<file path="src/rtl/wfa_pkg.sv">
// Package wfa_pkg
// Shared helper functions for the wavefront allocator: index widths and
// diagonal arithmetic. Assumes sizes of at least 1.
package wfa_pkg;

    // Width of an index that counts 0..n-1, at least one bit.
    function automatic int unsigned idx_w(input int unsigned n);
        return (n <= 1) ? 1 : $clog2(n);
    endfunction

    // Column visited by row r at step k of a walk that starts at diagonal s.
    function automatic int unsigned col_at(input int unsigned s,
                                           input int unsigned k,
                                           input int unsigned r,
                                           input int unsigned n);
        return (s + k + n - r) % n;
    endfunction

endpackage

</file>
<file path="src/rtl/wfa_tile.sv">
// Module wfa_tile
// One cell of the wavefront array. Grants its request when both its row
// and its column are still free, and passes the updated free flags on.
// Assumes the flags arrive from the previous diagonal of the same copy.
module wfa_tile (
    input  logic req_i,
    input  logic row_free_i,
    input  logic col_free_i,
    output logic gnt_o,
    output logic row_free_o,
    output logic col_free_o
);

    // Grant and token update for this pair.
    always_comb begin
        gnt_o      = req_i & row_free_i & col_free_i;
        row_free_o = row_free_i & ~gnt_o;
        col_free_o = col_free_i & ~gnt_o;
    end

endmodule

</file>
<file path="src/rtl/wfa_array.sv">
// Module wfa_array
// One unrolled wavefront copy that always starts at diagonal START. The
// token chains of rows and columns begin at START with all lines free and
// run through N diagonals without closing, so there is no combinational
// loop. Assumes START < N; matrix bits are row-major (r*N+c).
module wfa_array #(
    parameter int N     = 4,
    parameter int START = 0
) (
    input  logic [N*N-1:0] req,
    output logic [N*N-1:0] gnt
);
    import wfa_pkg::*;

    // Free flags before step k (index k) and after the last step (index N).
    logic [N:0][N-1:0] row_free;
    logic [N:0][N-1:0] col_free;

    // Chain origin: at the start diagonal every row and column is free.
    assign row_free[0] = '1;
    assign col_free[0] = '1;

    for (genvar k = 0; k < N; k++) begin : g_step
        for (genvar r = 0; r < N; r++) begin : g_row
            localparam int COL = int'(col_at(START, k, r, N));
            wfa_tile u_tile (
                .req_i      (req[r*N+COL]),
                .row_free_i (row_free[k][r]),
                .col_free_i (col_free[k][COL]),
                .gnt_o      (gnt[r*N+COL]),
                .row_free_o (row_free[k+1][r]),
                .col_free_o (col_free[k+1][COL])
            );
        end
    end

endmodule

</file>
<file path="src/rtl/wfa_select.sv">
// Module wfa_select
// AND-OR selector that passes on the grant matrix of the copy whose start
// diagonal equals the priority pointer. Assumes sel < N.
module wfa_select #(
    parameter int N = 4,
    localparam int NN = N * N,
    localparam int PW = wfa_pkg::idx_w(N)
) (
    input  logic [N-1:0][NN-1:0] copies,
    input  logic [PW-1:0]        sel,
    output logic [NN-1:0]        gnt
);

    // Merge the one copy whose index matches the pointer.
    always_comb begin
        gnt = '0;
        for (int j = 0; j < N; j++) begin
            if (sel == PW'(j)) gnt = gnt | copies[j];
        end
    end

endmodule

</file>
<file path="src/rtl/wfa_prio.sv">
// Module wfa_prio
// Priority-diagonal pointer. Resets to 0, steps by one modulo N on each
// enabled cycle, holds otherwise. Synchronous active-low reset.
module wfa_prio #(
    parameter int N = 4,
    localparam int PW = wfa_pkg::idx_w(N)
) (
    input  logic          clk,
    input  logic          rst_n,
    input  logic          adv,
    output logic [PW-1:0] ptr
);

    localparam logic [PW-1:0] LAST = PW'(N - 1);

    logic [PW-1:0] ptr_d;

    // Next pointer value with wrap from the last diagonal to the first.
    always_comb begin
        if (!adv)              ptr_d = ptr;
        else if (ptr == LAST)  ptr_d = '0;
        else                   ptr_d = ptr + PW'(1);
    end

    // Pointer register.
    always_ff @(posedge clk) begin
        if (!rst_n) ptr <= '0;
        else        ptr <= ptr_d;
    end

endmodule

</file>
<file path="src/rtl/wfa_alloc.sv">
// Module wfa_alloc
// N x N single-cycle wavefront allocator without combinational loops.
// One wavefront copy per start diagonal is built; the copy chosen by the
// rotating priority pointer drives the grants. Grants are combinational
// from req and the pointer; the pointer moves when alloc_en is high.
module wfa_alloc #(
    parameter int N = 4
) (
    input  logic           clk,
    input  logic           rst_n,
    input  logic           alloc_en,
    input  logic [N*N-1:0] req,
    output logic [N*N-1:0] gnt
);
    import wfa_pkg::*;

    localparam int NN = N * N;
    localparam int PW = idx_w(N);

    logic [PW-1:0]        ptr_q;
    logic [N-1:0][NN-1:0] copy_gnt;

    // Replicated arrays, one per possible priority diagonal.
    for (genvar s = 0; s < N; s++) begin : g_copy
        wfa_array #(.N(N), .START(s)) u_copy (
            .req (req),
            .gnt (copy_gnt[s])
        );
    end

    wfa_select #(.N(N)) u_sel (
        .copies (copy_gnt),
        .sel    (ptr_q),
        .gnt    (gnt)
    );

    wfa_prio #(.N(N)) u_prio (
        .clk   (clk),
        .rst_n (rst_n),
        .adv   (alloc_en),
        .ptr   (ptr_q)
    );

endmodule

</file>
<file path="config.mk">
export PLATFORM = sky130hd
export DESIGN_NAME = wfa_alloc
export DESIGN_NICKNAME = d
export VERILOG_FILES = /design/src/rtl/wfa_pkg.sv /design/src/rtl/wfa_tile.sv /design/src/rtl/wfa_array.sv /design/src/rtl/wfa_select.sv /design/src/rtl/wfa_prio.sv /design/src/rtl/wfa_alloc.sv
export SDC_FILE = /design/constraint.sdc
export NUM_CORES = 1
export LEC_CHECK = 0
export ABC_CLOCK_PERIOD_IN_PS = 2470
export BUFFER_PORTS_ARGS = -buffer_cell sky130_fd_sc_hd__buf_2
export CAP_MARGIN = 10
export CORE_ASPECT_RATIO = 0.6
export CORE_MARGIN = 4
export CORE_UTILIZATION = 54
export CTS_BUF_LIST = sky130_fd_sc_hd__clkbuf_4
export DETAILED_ROUTE_END_ITERATION = 12
export GPL_TIMING_DRIVEN = 0
export PLACE_DENSITY = 0.74
export SKIP_LAST_GASP = 1
export SLEW_MARGIN = 20
export SYNTH_ARGS = -nofsm -noshare
export SYNTH_HDL_FRONTEND = slang
export SYNTH_HIERARCHICAL = 1
export SYNTH_SLANG_ARGS = --single-unit
</file>
<file path="constraint.sdc">
create_clock -name clk -period 2.47 [get_ports clk]
set_input_delay 0.1235 -clock clk [delete_from_list [all_inputs] [get_ports clk]]
set_output_delay 0.1235 -clock clk [all_outputs]
set_load 0.01 [all_outputs]
</file>
==> flow_summary.toml <==
[critical_path]
r2r_path_end = "u_prio/ptr[1]"
cpMaxStageDelayCell = "mux4_1"
worst_setup_path_start_kind = "input port"
worst_reg_to_reg_setup_slack_ns = 1.48
arrival_ns = 1.82
crit_path_cell_trace = "buf_2 > a21boi_1 > a21boi_1 > a21boi_1 > and3_1 > mux4_1 > buf_2"
critPathMaxFanout = 10
critical_path.reg2reg.startpoint = "u_prio/ptr[0]"
worstSetupEndpointType = "primary output"
kind_of_cell_with_the_highest_combined_delay_on_the_critical_path = "compound AO/OA/AOI/OAI gates"
worstPathBufferInverterCount = 2
crit_type = "input port to primary output"
critical_path.max_stage_delay_ns = 0.48
timing.critical_path.mode_cell = "a21boi_1"
required_ns = 2.35
worst-r2r-cell-count = 3

[cells_and_area]
largestRegisters = "u_prio/ptr (2)"
core_util_final_pct = 77.3
largest_register_ff_count = 2
ratio_of_cells_with_drive_above_1_in_the_final_layout_pct = 15.9
final_net_count = 343
antenna_cells_inserted = 0
finalInstanceArea_mm2 = 0.00225
top_register_by_number_of_flip_flops = "u_prio/ptr"
synthToLayoutAreaGrowth_pct = 35.6

[global_route]
grt_pass1_wl_um = 7690
largest_net_degree_at_the_start_of_global_routing = 11
grt_antenna_before_repair = 0
grt_overflow = 0
first_global_vias = 1702
grt_use_total_pct = 24.8

[clock_tree]
cts.repair_timing.setup_buffer_count = 0
htree_levels = 1
numClockSinks = 2
ctsHoldBuffers = 0
cts_repair_resize_count = 0
cts_root_buffer = "clkbuf_4"
clock_tree_from_tritoncts = "yes"
clock_latency_on_the_worst_skew_pair_ns = 0.23
cts-buffers-inserted = 3
ctsLongestPathBuffers = 2
worst_setup_hold_path_clk_slew_ns = 0.04

[drt]
final_ant_viol_nets = 0
total_number_of_vias = 1859
drc = 0
route.detailed.wl_per_inst_um = 13.0
routed_wirelength_um = 4710
detailedRoute.firstPassIterationCount = 4
viasPerCell = 5.12
detailedRoute.firstIterationViolations = 193

[die]
start_util_pct = 57.0
core_region_area_mm2 = 0.00291
floorplan.die_area_mm2 = 0.00405
placement_rows = 15
ios = 35
fp.dieW_um = 79.6
floorplan.die.height_um = 50.9

[flow_run]
drv_cap = 0

[placement]
buffer_ports.inserted = 34
routabilityCongestion = 0.811
pre_cts_slack_ns = 0.618
dpl_cell_area_mm2 = 0.00223
dpl.hpwl_um = 3860

[min_path]
holdPathEnd = "u_prio/ptr[0]"
min-delay-start = "rst_n"
depth_of_the_worst_hold_timing_path = 2
worst_hold_path_type = "input port to flip-flop"

[sta]
fmax_mhz = 514
final.period_utilization_pct = 78.7
final_hold_viol_count = 0
hold_slack_ns = 0.125
finalClockSkew_ns = 0.0107
setup_tns_final_ns = 0
grt_setup_unrepaired = "no"
postLayoutSetupSlackWorst_ns = 0.526
post-route-min-period_ns = 1.94
drv_slew = 0
setup_viol_count_final = 0

[synthesis]
syn_area_mm2 = 0.00166
synth_cells = 192
synth_warnings = 6
syn-mean-instance-area_um2 = 8.64

[pwr]
power.density_cell_area_mw_per_mm2 = 183
switching_part_of_the_total_pct = 45.4
power.share.clock_pct = 18.5
p_int_mw = 0.224
comb_power_share_pct = 72.3
p_seq_share_pct = 9.2
peakVddDrop_v = 0.000125
total_switching_power_mw = 0.187
power.static_leakage_nw = 1.34

[status]
outcome = "completed"
## cell type report
type                    instances  area, µm²
fillers                       247        659
flip-flops and latches          2       40.0
clock buffers                   3       22.5
well taps                      42       52.6
repair buffers                 34        170
multi-input cells             278       1920
plain buffers                   4       41.3
## routing by layer
| metal | track usage [%] | routed length (µm) | vias up |
|---|---|---|---|
| met5 | 0 | 0 | - |
| met4 | 5.71 | 27 | 0 |
| met3 | 2.99 | 307 | 4 |
| met2 | 41.4 | 2070 | 48 |
| met1 | 34.2 | 2310 | 854 |
| li1 | - | - | 953 |
## worst register-to-register path: stages, from the launching register on
cell and delay [ns]:
dfxtp_1 0.39, ha_1 0.26, mux2i_1 0.15, nor2b_1 0.07
## placed cells by master, fill, tap and decap left out
master and count:
dfxtp_1 2, and3_1 64, conb_1 96, buf_12 1, clkbuf_4 3, a21boi_1 96, o21a_1 1, mux2i_1 1
mux4_1 7, buf_6 1, nor2b_1 2, mux4_2 9, nor3b_2 1, buf_2 36, ha_1 1
## power groups by stage
stage	combinational, mW	clock (mW)	sequential, mW
after CTS	0.290	0.0800	0.0376
after global routing	0.330	0.0860	0.0378
after detailed placement	0.289	0	0.0380
after floorplan	0.194	0	0.0375
after global placement	0.282	0	0.0379
final	0.297	0.0762	0.0377
## worst max path at each step
| stage | start | to | slack (ns) | cells after the start |
|---|---|---|---|---|
| floorplan | req[14] | gnt[0] | 1.09 | 5 |
| global placement | req[3] | gnt[8] | 0.65 | 7 |
| detailed placement | req[12] | gnt[2] | 0.62 | 7 |
| CTS | req[11] | gnt[0] | 0.54 | 7 |
| global route | req[11] | gnt[0] | 0.43 | 7 |
| finish | req[11] | gnt[0] | 0.53 | 7 |
## through the flow
step / power [mW] / instances
detailed placement: 0.327 / 360
floorplan: 0.232 / 284
finish: 0.411 / 363
global placement: 0.320 / 360
global route: 0.454 / 363
CTS: 0.408 / 363
Note: power is estimated with default switching activity, not from simulation.
